## config.mk

```make
export PLATFORM = sky130hd
export DESIGN_NAME = lmc_chaos_cipher
export DESIGN_NICKNAME = d
export VERILOG_FILES = /design/src/rtl/lmc_pkg.sv /design/src/rtl/lmc_map_step.sv /design/src/rtl/lmc_seed_guard.sv /design/src/rtl/lmc_state_ctrl.sv /design/src/rtl/lmc_mixer.sv /design/src/rtl/lmc_chaos_cipher.sv
export SDC_FILE = /design/constraint.sdc
export NUM_CORES = 1
export LEC_CHECK = 0
export ABC_AREA = 1
export BUFFER_PORTS_ARGS = -buffer_cell sky130_fd_sc_hd__buf_2
export CAP_MARGIN = 15
export CELL_PAD_IN_SITES_DETAIL_PLACEMENT = 2
export CELL_PAD_IN_SITES_GLOBAL_PLACEMENT = 2
export CORE_MARGIN = 2
export CORE_UTILIZATION = 31
export CTS_CLUSTER_SIZE = 12
export DETAILED_ROUTE_END_ITERATION = 10
export PLACE_DENSITY = 0.87
export SYNTH_ARGS = -nofsm -noshare
export SYNTH_HDL_FRONTEND = slang
export SYNTH_SLANG_ARGS = --single-unit
```

## constraint.sdc

```tcl
create_clock -name clk -period 5.28 [get_ports clk]
set_input_delay 0.528 -clock clk [delete_from_list [all_inputs] [get_ports clk]]
set_output_delay 0.528 -clock clk [all_outputs]
set_load 0.01 [all_outputs]
```

## src/rtl/lmc_pkg.sv

```systemverilog
package lmc_pkg;

    parameter int unsigned LMC_W        = 8;
    parameter int unsigned LMC_PW       = 4;
    parameter int unsigned LMC_PROD_W   = 2 * LMC_W;
    parameter int unsigned LMC_SLICE_HI = LMC_PROD_W - 3;
    parameter int unsigned LMC_SLICE_LO = LMC_W - 2;
    parameter int unsigned LMC_FRAC_LOW = LMC_W - 2;

    typedef logic [LMC_W-1:0]      lmc_word_t;
    typedef logic [LMC_PW-1:0]     lmc_plain_t;
    typedef logic [LMC_PROD_W-1:0] lmc_prod_t;

    typedef enum logic {
        LMC_ENCRYPT = 1'b0,
        LMC_DECRYPT = 1'b1
    } lmc_dir_e;

    typedef enum logic [1:0] {
        LMC_OP_HOLD = 2'd0,
        LMC_OP_LOAD = 2'd1,
        LMC_OP_STEP = 2'd2
    } lmc_op_e;

    typedef struct packed {
        lmc_word_t value;
        logic      rejected;
    } lmc_seed_t;

    typedef struct packed {
        lmc_word_t value;
        logic      is_zero;
    } lmc_next_t;

    // Quarter points (0, 1/4, 1/2, 3/4) have all bits below the top two clear.
    function automatic logic lmc_is_degenerate(input lmc_word_t x);
        return x[LMC_FRAC_LOW-1:0] == '0;
    endfunction

    // 1 - x in fixed point: bitwise inversion plus one.
    function automatic lmc_word_t lmc_complement(input lmc_word_t x);
        return ~x + lmc_word_t'(1);
    endfunction

endpackage

```

## src/rtl/lmc_map_step.sv

```systemverilog
module lmc_map_step
    import lmc_pkg::*;
(
    input  lmc_word_t cur,
    output lmc_next_t nxt
);
    lmc_word_t comp;
    lmc_prod_t prod;

    always_comb begin
        comp          = lmc_complement(cur);
        prod          = lmc_prod_t'(cur) * lmc_prod_t'(comp);
        nxt.value     = prod[LMC_SLICE_HI:LMC_SLICE_LO];
        nxt.is_zero   = (prod[LMC_SLICE_HI:LMC_SLICE_LO] == '0);
    end
endmodule

```

## src/rtl/lmc_seed_guard.sv

```systemverilog
module lmc_seed_guard
    import lmc_pkg::*;
#(
    parameter lmc_word_t FALLBACK = 8'h5A
) (
    input  lmc_word_t key,
    output lmc_seed_t res
);
    always_comb begin
        res.rejected = lmc_is_degenerate(key);
        res.value    = res.rejected ? FALLBACK : key;
    end
endmodule

```

## src/rtl/lmc_state_ctrl.sv

```systemverilog
module lmc_state_ctrl
    import lmc_pkg::*;
#(
    parameter lmc_word_t FALLBACK = 8'h5A
) (
    input  logic      clk,
    input  logic      rst,
    input  logic      load,
    input  logic      step,
    input  lmc_seed_t seed,
    input  lmc_next_t nxt,
    output lmc_word_t state,
    output logic      seed_err
);
    lmc_op_e   op;
    lmc_word_t state_q;
    lmc_word_t anchor_q;
    logic      err_q;

    always_comb begin
        if (load)      op = LMC_OP_LOAD;
        else if (step) op = LMC_OP_STEP;
        else           op = LMC_OP_HOLD;
    end

    always_ff @(posedge clk) begin
        if (rst) begin
            state_q  <= FALLBACK;
            anchor_q <= FALLBACK;
            err_q    <= 1'b0;
        end else begin
            err_q <= 1'b0;
            case (op)
                LMC_OP_LOAD: begin
                    state_q  <= seed.value;
                    anchor_q <= seed.value;
                    err_q    <= seed.rejected;
                end
                LMC_OP_STEP: begin
                    state_q <= nxt.is_zero ? anchor_q : nxt.value;
                end
                default: begin
                    state_q <= state_q;
                end
            endcase
        end
    end

    assign state    = state_q;
    assign seed_err = err_q;
endmodule

```

## src/rtl/lmc_mixer.sv

```systemverilog
module lmc_mixer
    import lmc_pkg::*;
(
    input  lmc_dir_e  dir,
    input  lmc_word_t code,
    input  lmc_word_t din,
    output lmc_word_t dout
);
    lmc_word_t mixed;

    always_comb begin
        if (dir == LMC_ENCRYPT) begin
            mixed = code ^ {{(LMC_W-LMC_PW){1'b0}}, din[LMC_PW-1:0]};
            dout  = mixed;
        end else begin
            mixed = code ^ din;
            dout  = {{(LMC_W-LMC_PW){1'b0}}, mixed[LMC_PW-1:0]};
        end
    end
endmodule

```

## src/rtl/lmc_chaos_cipher.sv

```systemverilog
module lmc_chaos_cipher
    import lmc_pkg::*;
#(
    parameter logic [LMC_W-1:0] DEFAULT_SEED = 8'h5A
) (
    input  logic             clk,
    input  logic             rst,
    input  logic             seed_load,
    input  logic [LMC_W-1:0] seed_key,
    input  logic             step_en,
    input  logic             dir_sel,
    input  logic [LMC_W-1:0] data_in,
    output logic [LMC_W-1:0] data_out,
    output logic             seed_error
);
    lmc_seed_t seed_res;
    lmc_next_t map_nxt;
    lmc_word_t state_q;
    lmc_dir_e  dir;

    assign dir = lmc_dir_e'(dir_sel);

    lmc_seed_guard #(.FALLBACK(DEFAULT_SEED)) guard_i (
        .key (seed_key),
        .res (seed_res)
    );

    lmc_map_step map_i (
        .cur (state_q),
        .nxt (map_nxt)
    );

    lmc_state_ctrl #(.FALLBACK(DEFAULT_SEED)) ctrl_i (
        .clk      (clk),
        .rst      (rst),
        .load     (seed_load),
        .step     (step_en),
        .seed     (seed_res),
        .nxt      (map_nxt),
        .state    (state_q),
        .seed_err (seed_error)
    );

    lmc_mixer mix_i (
        .dir  (dir),
        .code (state_q),
        .din  (data_in),
        .dout (data_out)
    );
endmodule

```

Yosys cells after proc, flatten, opt, wreduce, memory -nomap -nowiden --
Index checks and enable logic that the tools add are counted.
Cells by class: $add $sub $neg 1, multipliers 1, equality and inequality tests 2, muxes and demuxes 6, bitwise gates (word level) 4, reduce and logical (&&, ||, !) cells 4
Operator list (number):
- 8-bit two-way mux | 3
- 8-bit case mux with 2 select lines | 1
- 8-bit by 8-bit multiplier with 14-bit output | 1
- 8-bit by 1-bit adder with 8-bit output, second input constant | 1
- 8-bit zero test | 1
- 8-bit NOT | 1
- 8-bit by 4-bit XOR with 8-bit output | 1
- 6-bit zero test | 1
- 2-bit two-way mux | 2
- 4-bit XOR | 1
- 2-bit by 1-bit equality test with 1-bit output, second input constant | 1
- 2-bit equality test, second input constant | 1
- 2-bit nonzero test | 1
- 2-bit OR reduction | 1
- 1-bit NOT | 1
Storage, ports and cells: register bits after elaboration 17, input port bits 21, output and inout port bits 9, word-level logic and storage cells 21

Logic depth before layout (Yosys ltp) --
Gate-level depths: netlist (run 1).
depth in word-level cells 6, depth in mapped cells 28, depth with buffers taken out 27

Modules after synthesis --
Synthesis (run 1) repeated with hierarchy kept, for this count alone.
Second synthesis, totals: cell total of the unflattened synthesis 523, area, all modules 3311.9 µm²
Modules (own cells, without submodules):
- lmc_map_step | instances 1, cells an instance 376, area an instance 2387.3 µm², sequential area each 0.0 µm²
- lmc_state_ctrl | instances 1, cells an instance 101, area an instance 743.2 µm², sequential area each 340.3 µm²
- lmc_mixer | instances 1, cells an instance 28, area an instance 105.1 µm², sequential area each 0.0 µm²
- lmc_seed_guard | instances 1, cells an instance 18, area an instance 76.3 µm², sequential area each 0.0 µm²

Worst setup path after synthesis (run 1) --
OpenSTA, ideal clock, no wires.
kind register -> register, from register ctrl_i.state_q[0] (netlist: ctrl_i.state[0]), to register ctrl_i.state_q[3] (netlist: ctrl_i.state[3]), library setup time 0.060 ns, data arrival time 5.093 ns, required time 5.220 ns, slack 0.127 ns, cell stages (with the launch flop) 26, path buffers 1, period minus slack after synthesis 5.153 ns, path through dfxtp_1 -> clkbuf_1 -> inv_1 -> ha_1 -> nand2_1 -> nor2_1 -> ha_1 -> or2_2 -> fa_1 -> inv_1 -> fa_1 -> fa_1 -> fa_1 -> ha_1 -> nand2_2 -> inv_2 -> nand2_1 -> nand3_1 -> xor2_1 -> nor2_1 -> nand2_1 -> nor2_2 -> nand2_1 -> o21bai_1 -> nand2_1 -> nand3_2
Between the ends: word-level cells in the longest chain between the ends 6
RTL lines:
- start: declaration | RTL line lmc_state_ctrl.sv:16 | lmc_word_t state_q;
- start signal: assignment | RTL line lmc_state_ctrl.sv:35 | state_q <= seed.value;
- start signal: assignment | RTL line lmc_state_ctrl.sv:40 | state_q <= nxt.is_zero ? anchor_q : nxt.value;
- start signal: assignment | RTL line lmc_state_ctrl.sv:43 | state_q <= state_q;
- 8-bit NOT | RTL line lmc_pkg.sv:42 | return ~x + lmc_word_t'(1);
- 8-bit by 1-bit adder with 8-bit output | RTL line lmc_pkg.sv:42
- 8-bit by 8-bit multiplier with 14-bit output * | RTL line lmc_map_step.sv:12 | prod = lmc_prod_t'(cur) * lmc_prod_t'(comp);
- 8-bit zero test | RTL line lmc_map_step.sv:14 | nxt.is_zero = (prod[LMC_SLICE_HI:LMC_SLICE_LO] == '0);
- 8-bit two-way mux * | RTL line lmc_state_ctrl.sv:40
- 8-bit case mux with 2 select lines * | RTL line lmc_state_ctrl.sv:33 | case (op)
Every way passes the cells marked *; elsewhere a longest branch is shown, timed or not. A chain may end at the register's enable or synchronous reset.

Worst setup path in the final report (run 1) --
from register ctrl_i.state_q[0] (netlist: ctrl_i.state[0]), to register ctrl_i.state_q[7] (netlist: ctrl_i.state[7])
The elaborated chain is that of the path after synthesis.

==> impl_results.md, run 1 <==
- Outcome: complete, but fails checks
- Failing checks: negative setup slack
- Final Cycle Share: 1.03
- Gp weighted congestion: 0.834
- CTS tree: built
- F_max: 183 MHz
- Simple-gate area share of the yosys netlist: 0.298
- Antenna-violating nets left: 0
- Post-synthesis area per instance: 7.01 um2
- Crit-path max FO: 5
- Core Footprint: 0.00920 mm2
- H-Tree Depth: 1
- Worst-case clock buffer depth: 2
- Startpoint Class: register
- Chip height: 101 um
- Initial drt markers: 114
- Hold Crit Class: reg -> reg
- Root buf cell: clkbuf_8
- Final worst slack: -0.174 ns
- First-pass GRT wire length: 18.7 mm
- Nets: 565
- Max-cap viol count: 0
- GRT overflow: 0
- Area growth from synthesis to layout: 34.3%
- Crit path kind: reg -> reg
- IO Count: 30
- Slew HR: 0.563
- Clock sinks: 17
- PortBufs: 25
- Number of global-route vias before repair: 3,509
- TritonRoute pass-1 iters: 4
- Cells after Synth: 417
- Setup Viol. Count Final: 8
- Fraction of layout cells with a size suffix above 1: 0.335
- Sequential fraction of the synthesis area: 0.116
- Synth Area in Adders: 0.378
- Synth Warn #: 0
- Unrepaired setup endpoints after global routing: yes
- XOR/XNOR share of the synthesized area: 0.0270
- Initial antenna violation count: 0
- Multiplexer area fraction after synthesis: 0
- Slew of the pin with the lowest slew margin: 0.653 ns
- Largest net degree at the start of global routing: 14
- Place WS: -0.522 ns
- Yosys reg bits: 17
- Full die area: 0.0102 mm2
- Post-Synthesis Cell Area: 0.00292 mm2
- Drc violations: 0
- Final Skew: 0.00242 ns
- Synth Flop Type: dfxtp_1
- Fin. Hold Viols: 0
- Worst EP arrival: 5.66 ns
- Netlist cell types: 31
- Via density: 5.20
- Largest family of logic cells by synthesized area: adder cells
- Routed WL: 13.9 mm
- Ant. Diodes: 0
- Slew Viols, Final: 0
- Cts bufs inserted: 3
- Ys async rst share: 0
- Min Tclk post-route: 5.45 ns
- Clock Latency Late Sink: 0.26 ns
- Row cnt: 35
- Routed vias: 3,045
- WL/cell: 23.6 um
- Number of synthesized flops with an enable pin: 0
- Syn_nets: 506
- Req. time, crit path: 5.48 ns
- Die Width: 101 um
- Initial Util: 0.318
- Detail Placement HPWL: 9.14 mm
- Tot GR Track Use: 0.245
- Synth Area in Compound Gates: 0.0574
- Clock slew at reported path FFs: 0.08 ns
- Critical Path Sink Type: register
placed cells by master (no fill, tap or decap), types with 5 or more instances in the layout:
cell	Yosys	layout
nand2_1	104	90
inv_1	80	76
nor2_1	53	41
buf_4	3	34
fa_1	34	32
buf_2	0	25
ha_1	34	23
nand2_2	5	16
nand3_1	24	14
dfxtp_1	17	13
nand3_2	3	12
nor2_2	4	11
ha_4	0	11
a21oi_1	13	8
inv_2	3	7
a21oi_2	4	7
nor2_4	1	6
xor2_1	8	5
critical path: stages, from the launching register on:
cell,delay (ns)
dfxtp_4,0.38
nor2_4,0.16
nand2_4,0.09
nor3_4,0.24
buf_6,0.13
ha_4,0.21
inv_1,0.09
nand2_1,0.10
fa_1,0.53
inv_1,0.09
fa_1,0.57
fa_1,0.49
fa_1,0.49
ha_4,0.34
nand2_1,0.13
nor2_4,0.15
nand3_2,0.10
nand3_2,0.10
nand2_1,0.07
nand2_2,0.10
nand3_2,0.11
nor2_4,0.19
buf_12,0.14
nand3_2,0.06
nand2_2,0.08
nand2_2,0.07
a21oi_2,0.17
area by class of cell:
| class | count | area [um2] |
|---|---|---|
| timing repair buffer | 62 | 432 |
| fill | 1047 | 5270 |
| tap | 111 | 139 |
| multi-input combinational | 308 | 2640 |
| clock inverter | 1 | 7.51 |
| clock buffer | 3 | 41.3 |
| sequential | 17 | 353 |
| inverter | 84 | 317 |
cells by family after synthesis:
group                    count (synthesis)
AND/OR/NAND/NOR                        204
AO/OA/AOI/OAI                           27
XOR/XNOR                                 9
buffers and inverters                   92
flip-flops                              17
adder cells (fa/ha/maj)                 68
through the flow:
step            util  cells  hold WS, ns  setup TNS (ns)  instance area (um2)
6_report       0.427    586        0.476          -0.972                 3930
5_1_grt        0.427    586        0.494           -2.90                 3930
4_1_cts        0.388    573        0.480        -0.00662                 3570
3_5_place_dp   0.359    566        0.454           -3.78                 3300
3_3_place_gp   0.359    566        0.442               0                 3300
2_1_floorplan      -    417        0.427               0                 2920
sequential cells by signal (all words and copies together), names as in the netlist:
name and flops:
ctrl_i.anchor_q 8, ctrl_i.state 8, ctrl_i.seed_err 1
final timing paths:
kind,end,startpoint,cells after the start,slack (ns)
hold reg to reg,ctrl_i.anchor_q[0],ctrl_i.anchor_q[0],2,0.48
hold / removal,ctrl_i.anchor_q[0],ctrl_i.anchor_q[0],2,0.48
setup reg to reg,ctrl_i.state[7],ctrl_i.state[0],26,-0.17
setup / recovery,ctrl_i.state[7],ctrl_i.state[0],26,-0.17
what timing repair did:
item | CTS | global route
resized for setup | 39 | 53
pin swaps | 20 | 33
hold buffers | 0 | 0
setup endpoints to repair | 8 | 8
setup buffers | 3 | 13
metal layers:
layer  vias to the layer above  track usage  share of wire  routed length (um)
li1                       1368            -              -                   -
met3                        46       0.0194          0.025                 353
met1                      1536        0.254           0.36                4980
met4                         0        0.119          0.067                 935
met5                         -            0              0                   0
met2                        95        0.487           0.55                7590
synthesized netlist by cell type (2+ instances only):
| library cell | count | area [um2] |
|---|---|---|
| dfxtp_1 | 17 | 340 |
| xor2_1 | 8 | 70.1 |
| o21ai_0 | 2 | 10.0 |
| buf_4 | 3 | 22.5 |
| a21boi_0 | 3 | 22.5 |
| nand3_2 | 3 | 30.0 |
| nand2_2 | 5 | 31.3 |
| inv_2 | 3 | 11.3 |
| clkbuf_1 | 5 | 18.8 |
| ha_1 | 34 | 425 |
| inv_1 | 80 | 300 |
| a21oi_1 | 13 | 65.1 |
| nor4_1 | 2 | 12.5 |
| a21oi_2 | 4 | 35.0 |
| nand3_1 | 24 | 120 |
| or2_2 | 2 | 12.5 |
| nor2_1 | 53 | 199 |
| nand2_1 | 104 | 390 |
| nor2_2 | 4 | 25.0 |
| fa_1 | 34 | 681 |
| o21bai_1 | 4 | 30.0 |
Power of run 1 is not shown: default switching activity piles up to over one toggle a cycle in this logic, so the estimate is an artifact.
==> run 2: changes to the inputs <==
--- a/config.mk
+++ b/config.mk
@@ -5,13 +5,12 @@
 export SDC_FILE = /design/constraint.sdc
 export NUM_CORES = 1
 export LEC_CHECK = 0
-export ABC_AREA = 1
 export BUFFER_PORTS_ARGS = -buffer_cell sky130_fd_sc_hd__buf_2
 export CAP_MARGIN = 15
 export CELL_PAD_IN_SITES_DETAIL_PLACEMENT = 2
 export CELL_PAD_IN_SITES_GLOBAL_PLACEMENT = 2
 export CORE_MARGIN = 2
-export CORE_UTILIZATION = 31
+export CORE_UTILIZATION = 34
 export CTS_CLUSTER_SIZE = 12
 export DETAILED_ROUTE_END_ITERATION = 10
 export PLACE_DENSITY = 0.87
==> run 2 against run 1 <==
The run still ends with negative setup slack left. Cell area fell by 1.7%. Flip-flop and latch count unchanged. Worst hold slack gained 0.012 ns. Synthesized cell count down 18%. Via count fell by 7.0%. Area after synthesis is 1.7% higher. Clock-buffer cell count increased by 1.
==> impl_results.md, run 2 <==
- Detail Placement HPWL: 9.13 mm
- Number of synthesized flops with an enable pin: 0
- Full die area: 0.00950 mm2
- Syn_nets: 430
- Critical Path Sink Type: register
- Netlist cell types: 60
- CTS tree: built
- First-pass GRT wire length: 18.3 mm
- M1 wire length: 4.66 mm
- Slew of the pin with the lowest slew margin: 0.743 ns
- Setup Viol. Count Final: 8
- Failing checks: negative setup slack
- Most common cell in the synthesized netlist: inv_1
- Fraction of layout cells with a size suffix above 1: 0.330
- Req. time, crit path: 5.44 ns
- Place WS: -0.661 ns
- Initial antenna violation count: 0
- Antenna-violating nets left: 0
- Crit-path max FO: 8
- Worst hold slack: 0.489 ns
- Min Tclk post-route: 5.71 ns
- Synth top area share: 0.229
- Slew Viols, Final: 0
- Largest net degree at the start of global routing: 28
- Design area: 0.00386 mm2
- Met2 WL: 6.58 mm
- Initial Util: 0.346
- Final Cycle Share: 1.08
- Cells after Synth: 341
- Top Layer Used: met4
- Cts bufs inserted: 3
- Yosys top cell by area: fa_1
- GRT overflow: 0
- Tot GR Track Use: 0.246
- Clock slew at reported path FFs: 0.06 ns
- Dominant cells by area after synthesis: fa_1 23%, ha_1 14%, dfxtp_1 11%, nor2b_1 5.5%, inv_1 4.5%
- F_max: 175 MHz
- Commonest non-fill, non-tap cell in the layout: buf_4
- Hold Path Origin: ctrl_i.anchor_q[6]
- Initial drt markers: 130
- H-Tree Depth: 1
- Worst-case clock buffer depth: 2
- Metal3 WL: 261 um
- Max-cap viol count: 0
- Most frequent cells in the layout: 56 x buf_4, 36 x inv_1, 32 x fa_1
- Root buf cell: clkbuf_8
- Placed Area: 0.00360 mm2
- Routed vias: 2,832
- Core Footprint: 0.00859 mm2
- Slew HR: 0.503
- Startpoint Class: register
- Ys async rst share: 0
- Gp weighted congestion: 0.799
- Worst r2r src: ctrl_i.state[0]
- Final worst slack: -0.433 ns
- PortBufs: 25
- Unrepaired setup endpoints after global routing: yes
- Drc violations: 0
- Worst EP arrival: 5.87 ns
- Via density: 5.48
- Nets: 499
- Chip height: 97.5 um
- Fin. Hold Viols: 0
- Setup crit start: ctrl_i.state[0]
- Synth Flop Type: dfxtp_1
- IO Count: 30
- Ant. Diodes: 0
- Post-synthesis area per instance: 8.71 um2
- Die Width: 97.5 um
- WL/cell: 23.6 um
- Sequential fraction of the synthesis area: 0.115
- Crit path kind: reg -> reg
- Yosys reg bits: 17
- Row cnt: 34
- Clock Latency Late Sink: 0.25 ns
- Routed WL: 12.2 mm
- Final Skew: 0.00321 ns
- Synth Warn #: 0
- Number of global-route vias before repair: 3,359
- Area growth from synthesis to layout: 29.9%
- Fin Setup TNS: -3.03 ns
- Clock sinks: 17
- Synth cell count leaders: 36 x inv_1, 34 x fa_1, 34 x ha_1
- Hold Crit Class: reg -> reg
- Post-Synthesis Cell Area: 0.00297 mm2
- Outcome: complete, but fails checks
- TritonRoute pass-1 iters: 4
- Layout fillers: 942
run 2: stage by stage:
step | cells | utilization
global placement | 506 | 0.419
floorplan | 341 | -
detailed placement | 506 | 0.419
finish | 517 | 0.449
global route | 517 | 0.449
CTS | 513 | 0.440
run 2: final timing paths:
kind | end | slack (ns) | cells past startpoint
worst max-delay path | ctrl_i.state[4] | -0.43 | 15
worst min-delay path | ctrl_i.anchor_q[6] | 0.49 | 2
worst max register to register | ctrl_i.state[4] | -0.43 | 15
worst min register to register | ctrl_i.anchor_q[6] | 0.49 | 2
run 2: logic make-up (layout without fill, tap and decap cells):
family / after synthesis / count (layout) / synth area share
AO/OA/AOI/OAI: 61 / 61 / 0.152
adder cells (fa/ha/maj): 68 / 68 / 0.372
XOR/XNOR: 11 / 11 / 0.0324
buffers and inverters: 56 / 124 / 0.0825
AND/OR/NAND/NOR: 124 / 124 / 0.233
multiplexers: 4 / 4 / 0.0135
flip-flops: 17 / 17 / 0.115
run 2: layer usage:
layer	GRT usage	vias to the layer above
met4	0.100	0
met1	0.268	1432
li1	-	1275
met2	0.473	77
met3	0.0331	48
met5	0	-
run 2: critical path, cell delays in order, from the launching register on:
cell and delay, ns:
dfxtp_4 0.37, nor3_2 0.23, nor3b_2 0.28, ha_1 0.36
nor2b_1 0.21, fa_1 0.49, fa_1 0.50, fa_2 0.63
fa_2 0.49, ha_4 0.19, or3_4 0.35, a221oi_4 0.28
o211ai_1 0.18, nor2b_1 0.17, or4_4 0.63, o311ai_4 0.26
run 2: final cells by class:
cell class / count / area [um2] / share of cell area
flip-flops and latches: 17 / 348 / 0.0901
clock buffers: 4 / 45.0 / 0.0117
well taps: 108 / 135 / 0.0350
multi-input cells: 268 / 2620 / 0.679
inverters: 38 / 153 / 0.0396
repair buffers: 82 / 557 / 0.144
run 2: timing repair:
item,in CTS,in global routing
resized for setup,19,12
pin swaps,18,8
hold buffers,0,0
setup buffers,4,4
setup endpoints to repair,8,8
Power of run 2 is left out for the same reason.
==> run 3: changes to the inputs <==
--- a/config.mk
+++ b/config.mk
@@ -14,6 +14,7 @@
 export CTS_CLUSTER_SIZE = 12
 export DETAILED_ROUTE_END_ITERATION = 10
 export PLACE_DENSITY = 0.87
+export RECOVER_POWER = 25
 export SYNTH_ARGS = -nofsm -noshare
 export SYNTH_HDL_FRONTEND = slang
 export SYNTH_SLANG_ARGS = --single-unit
==> constraint.sdc (replaced) <==
create_clock -name clk -period 5.28 [get_ports clk]
set_input_delay 1.056 -clock clk [delete_from_list [all_inputs] [get_ports clk]]
set_output_delay 1.056 -clock clk [all_outputs]
set_load 0.01 [all_outputs]
==> run 3 against run 2 <==
The flow still finishes with violations (negative setup slack). Flip-flop and latch count unchanged. Cell count increased by 1.4%. Cell area increased by 4.0%. Routed wire length increased by 18%. Highest routed layer unchanged. First-iteration DRC count decreased by 25%. Global-route usage increased by 4.1 points. Worst hold slack got worse by 0.0072 ns. Non-clock buffer count increased by 7. Fmax decreased by 2.3%. Sequential share of layout area decreased by 0.34 points.
==> impl_results.md, run 3 (synthesis results as in run 2) <==
- Outcome: complete, but fails checks
- Failing checks: negative setup slack
- Max-cap viol count: 0
- Register Area: 348 um2
- Final Skew: 0.00389 ns
- Finished Layout Cells: 524
- R2R cell count: 20
- Die Width: 97.5 um
- Cts bufs inserted: 3
- Worst r2r src: ctrl_i.state[1]
- Routed vias: 2,956
- Total stage count of the critical path: 20
- Chip height: 97.5 um
- WL/cell: 27.5 um
- Worst-case clock buffer depth: 2
- Hold worst-path end: ctrl_i.anchor_q[7]
- Via density: 5.64
- Top Layer Used: met4
- Fin. Hold Viols: 0
- Final Cycle Share: 1.11
- Critical R2R Capture: ctrl_i.state[7]
- Slew of the pin with the lowest slew margin: 0.685 ns
- Row cnt: 34
- CTS tree: built
- Core Footprint: 0.00859 mm2
- Detail Placement HPWL: 9.48 mm
- Clock sinks: 17
- Initial Util: 0.346
- Layout fillers: 936
- Full die area: 0.00950 mm2
- Min Tclk post-route: 5.85 ns
- R2r setup slk: -0.57 ns
- First-pass GRT wire length: 20.7 mm
- Initial drt markers: 97
- Fraction of layout cells with a size suffix above 1: 0.365
- Area growth from synthesis to layout: 35.0%
- Worst hold slack: 0.481 ns
- Unrepaired setup endpoints after global routing: yes
- WHS Path Cells: 2
- Root buf cell: clkbuf_8
- Largest delay share family, worst path: adder cells
- Final worst slack: -0.569 ns
- Slew Viols, Final: 0
- Clock Latency Late Sink: 0.28 ns
- Met2 WL: 7.60 mm
- Tot GR Track Use: 0.287
- TritonRoute pass-1 iters: 4
- Startpoint Class: register
- Hold Path Origin: ctrl_i.anchor_q[7]
- Drc violations: 0
- Worst EP arrival: 6.05 ns
- PortBufs: 25
- Req. time, crit path: 5.48 ns
- Crit-path max FO: 8
- Commonest non-fill, non-tap cell in the layout: buf_4
- Metal3 WL: 356 um
- M1 wire length: 5.67 mm
- Largest net degree at the start of global routing: 28
- IO Count: 30
- Worst path max stage delay: 0.67 ns
- Hold Crit Class: reg -> reg
- Crit path cell chain: clkinv_4, ha_4, nor3b_2, buf_4, nor3b_4, ha_4, buf_4, nor2_4, fa_1, fa_2, fa_2, fa_1, ha_4, buf_4, or4_4, o21ai_4, a32oi_2, or4_4, buf_6, o221ai_2
- Multi-input combinational cell area: 0.00271 mm2
- Nets: 506
- H-Tree Depth: 1
- Number of global-route vias before repair: 3,511
- Initial antenna violation count: 0
- Ant. Diodes: 0
- Slowest cell on the critical path: or4_4
- Gp weighted congestion: 0.803
- F_max: 171 MHz
- Clock slew at reported path FFs: 0.08 ns
- Most frequent cells in the layout: 60 x buf_4, 35 x inv_1, 28 x nor2_1
- CP Buf/Inv Count: 5
- Crit path kind: reg -> reg
- Antenna-violating nets left: 0
- Post-Place Cells: 505
- Slew HR: 0.542
- Routed WL: 14.4 mm
- Setup Viol. Count Final: 8
- Critical Path Sink Type: register
- GRT overflow: 0
==> run 3: worst max path at each step <==
stage,from,to
finish,ctrl_i.state[1],ctrl_i.state[7]
detailed placement,ctrl_i.state[0],ctrl_i.state[4]
CTS,ctrl_i.state[0],ctrl_i.state[4]
floorplan,ctrl_i.state[1],ctrl_i.state[4]
global placement,ctrl_i.state[0],ctrl_i.state[5]
global route,ctrl_i.state[1],ctrl_i.state[0]
==> run 3: layer usage <==
layer | track usage | up-vias
met1 | 0.324 | 1550
met4 | 0.149 | 0
met5 | 0 | -
met3 | 0.0439 | 45
li1 | - | 1294
met2 | 0.520 | 67
==> run 3: layout make-up <==
cell class                 instances  share of cell area
multi-input combinational        268               0.676
timing repair buffer              89               0.154
sequential                        17              0.0867
inverter                          38              0.0381
tap                              108              0.0337
clock buffer                       3              0.0103
clock inverter                     1             0.00125
==> run 3: repair_timing <==
| item | CTS | global route |
|---|---|---|
| endpoints found under the setup margin | 8 | 8 |
| setup buffers | 12 | 3 |
| gates resized for setup | 33 | 22 |
| hold endpoints to repair | 0 | 0 |
| pin swaps | 22 | 12 |
| hold buffers | 0 | 0 |
==> run 3: worst register-to-register path, cell delays in order, from the launching register on <==
cell and delay [ns]:
dfxtp_4 0.35, clkinv_4 0.07, ha_4 0.15, nor3b_2 0.15, buf_4 0.16, nor3b_4 0.25, ha_4 0.26, buf_4 0.14
nor2_4 0.11, fa_1 0.43, fa_2 0.60, fa_2 0.46, fa_1 0.53, ha_4 0.22, buf_4 0.16, or4_4 0.56
o21ai_4 0.11, a32oi_2 0.08, or4_4 0.67, buf_6 0.17, o221ai_2 0.13
==> run 3: per-stage QoR <==
step,setup TNS [ns],utilization,instance area [um2],setup slack [ns]
2_1_floorplan,0,-,3080,0.0104
3_3_place_gp,-1.90,0.419,3600,-0.294
3_5_place_dp,-4.82,0.419,3600,-0.664
4_1_cts,-3.39,0.455,3910,-0.459
5_1_grt,-5.20,0.467,4010,-0.723
6_report,-4.09,0.467,4010,-0.569
Power of run 3 is left out for the same reason.
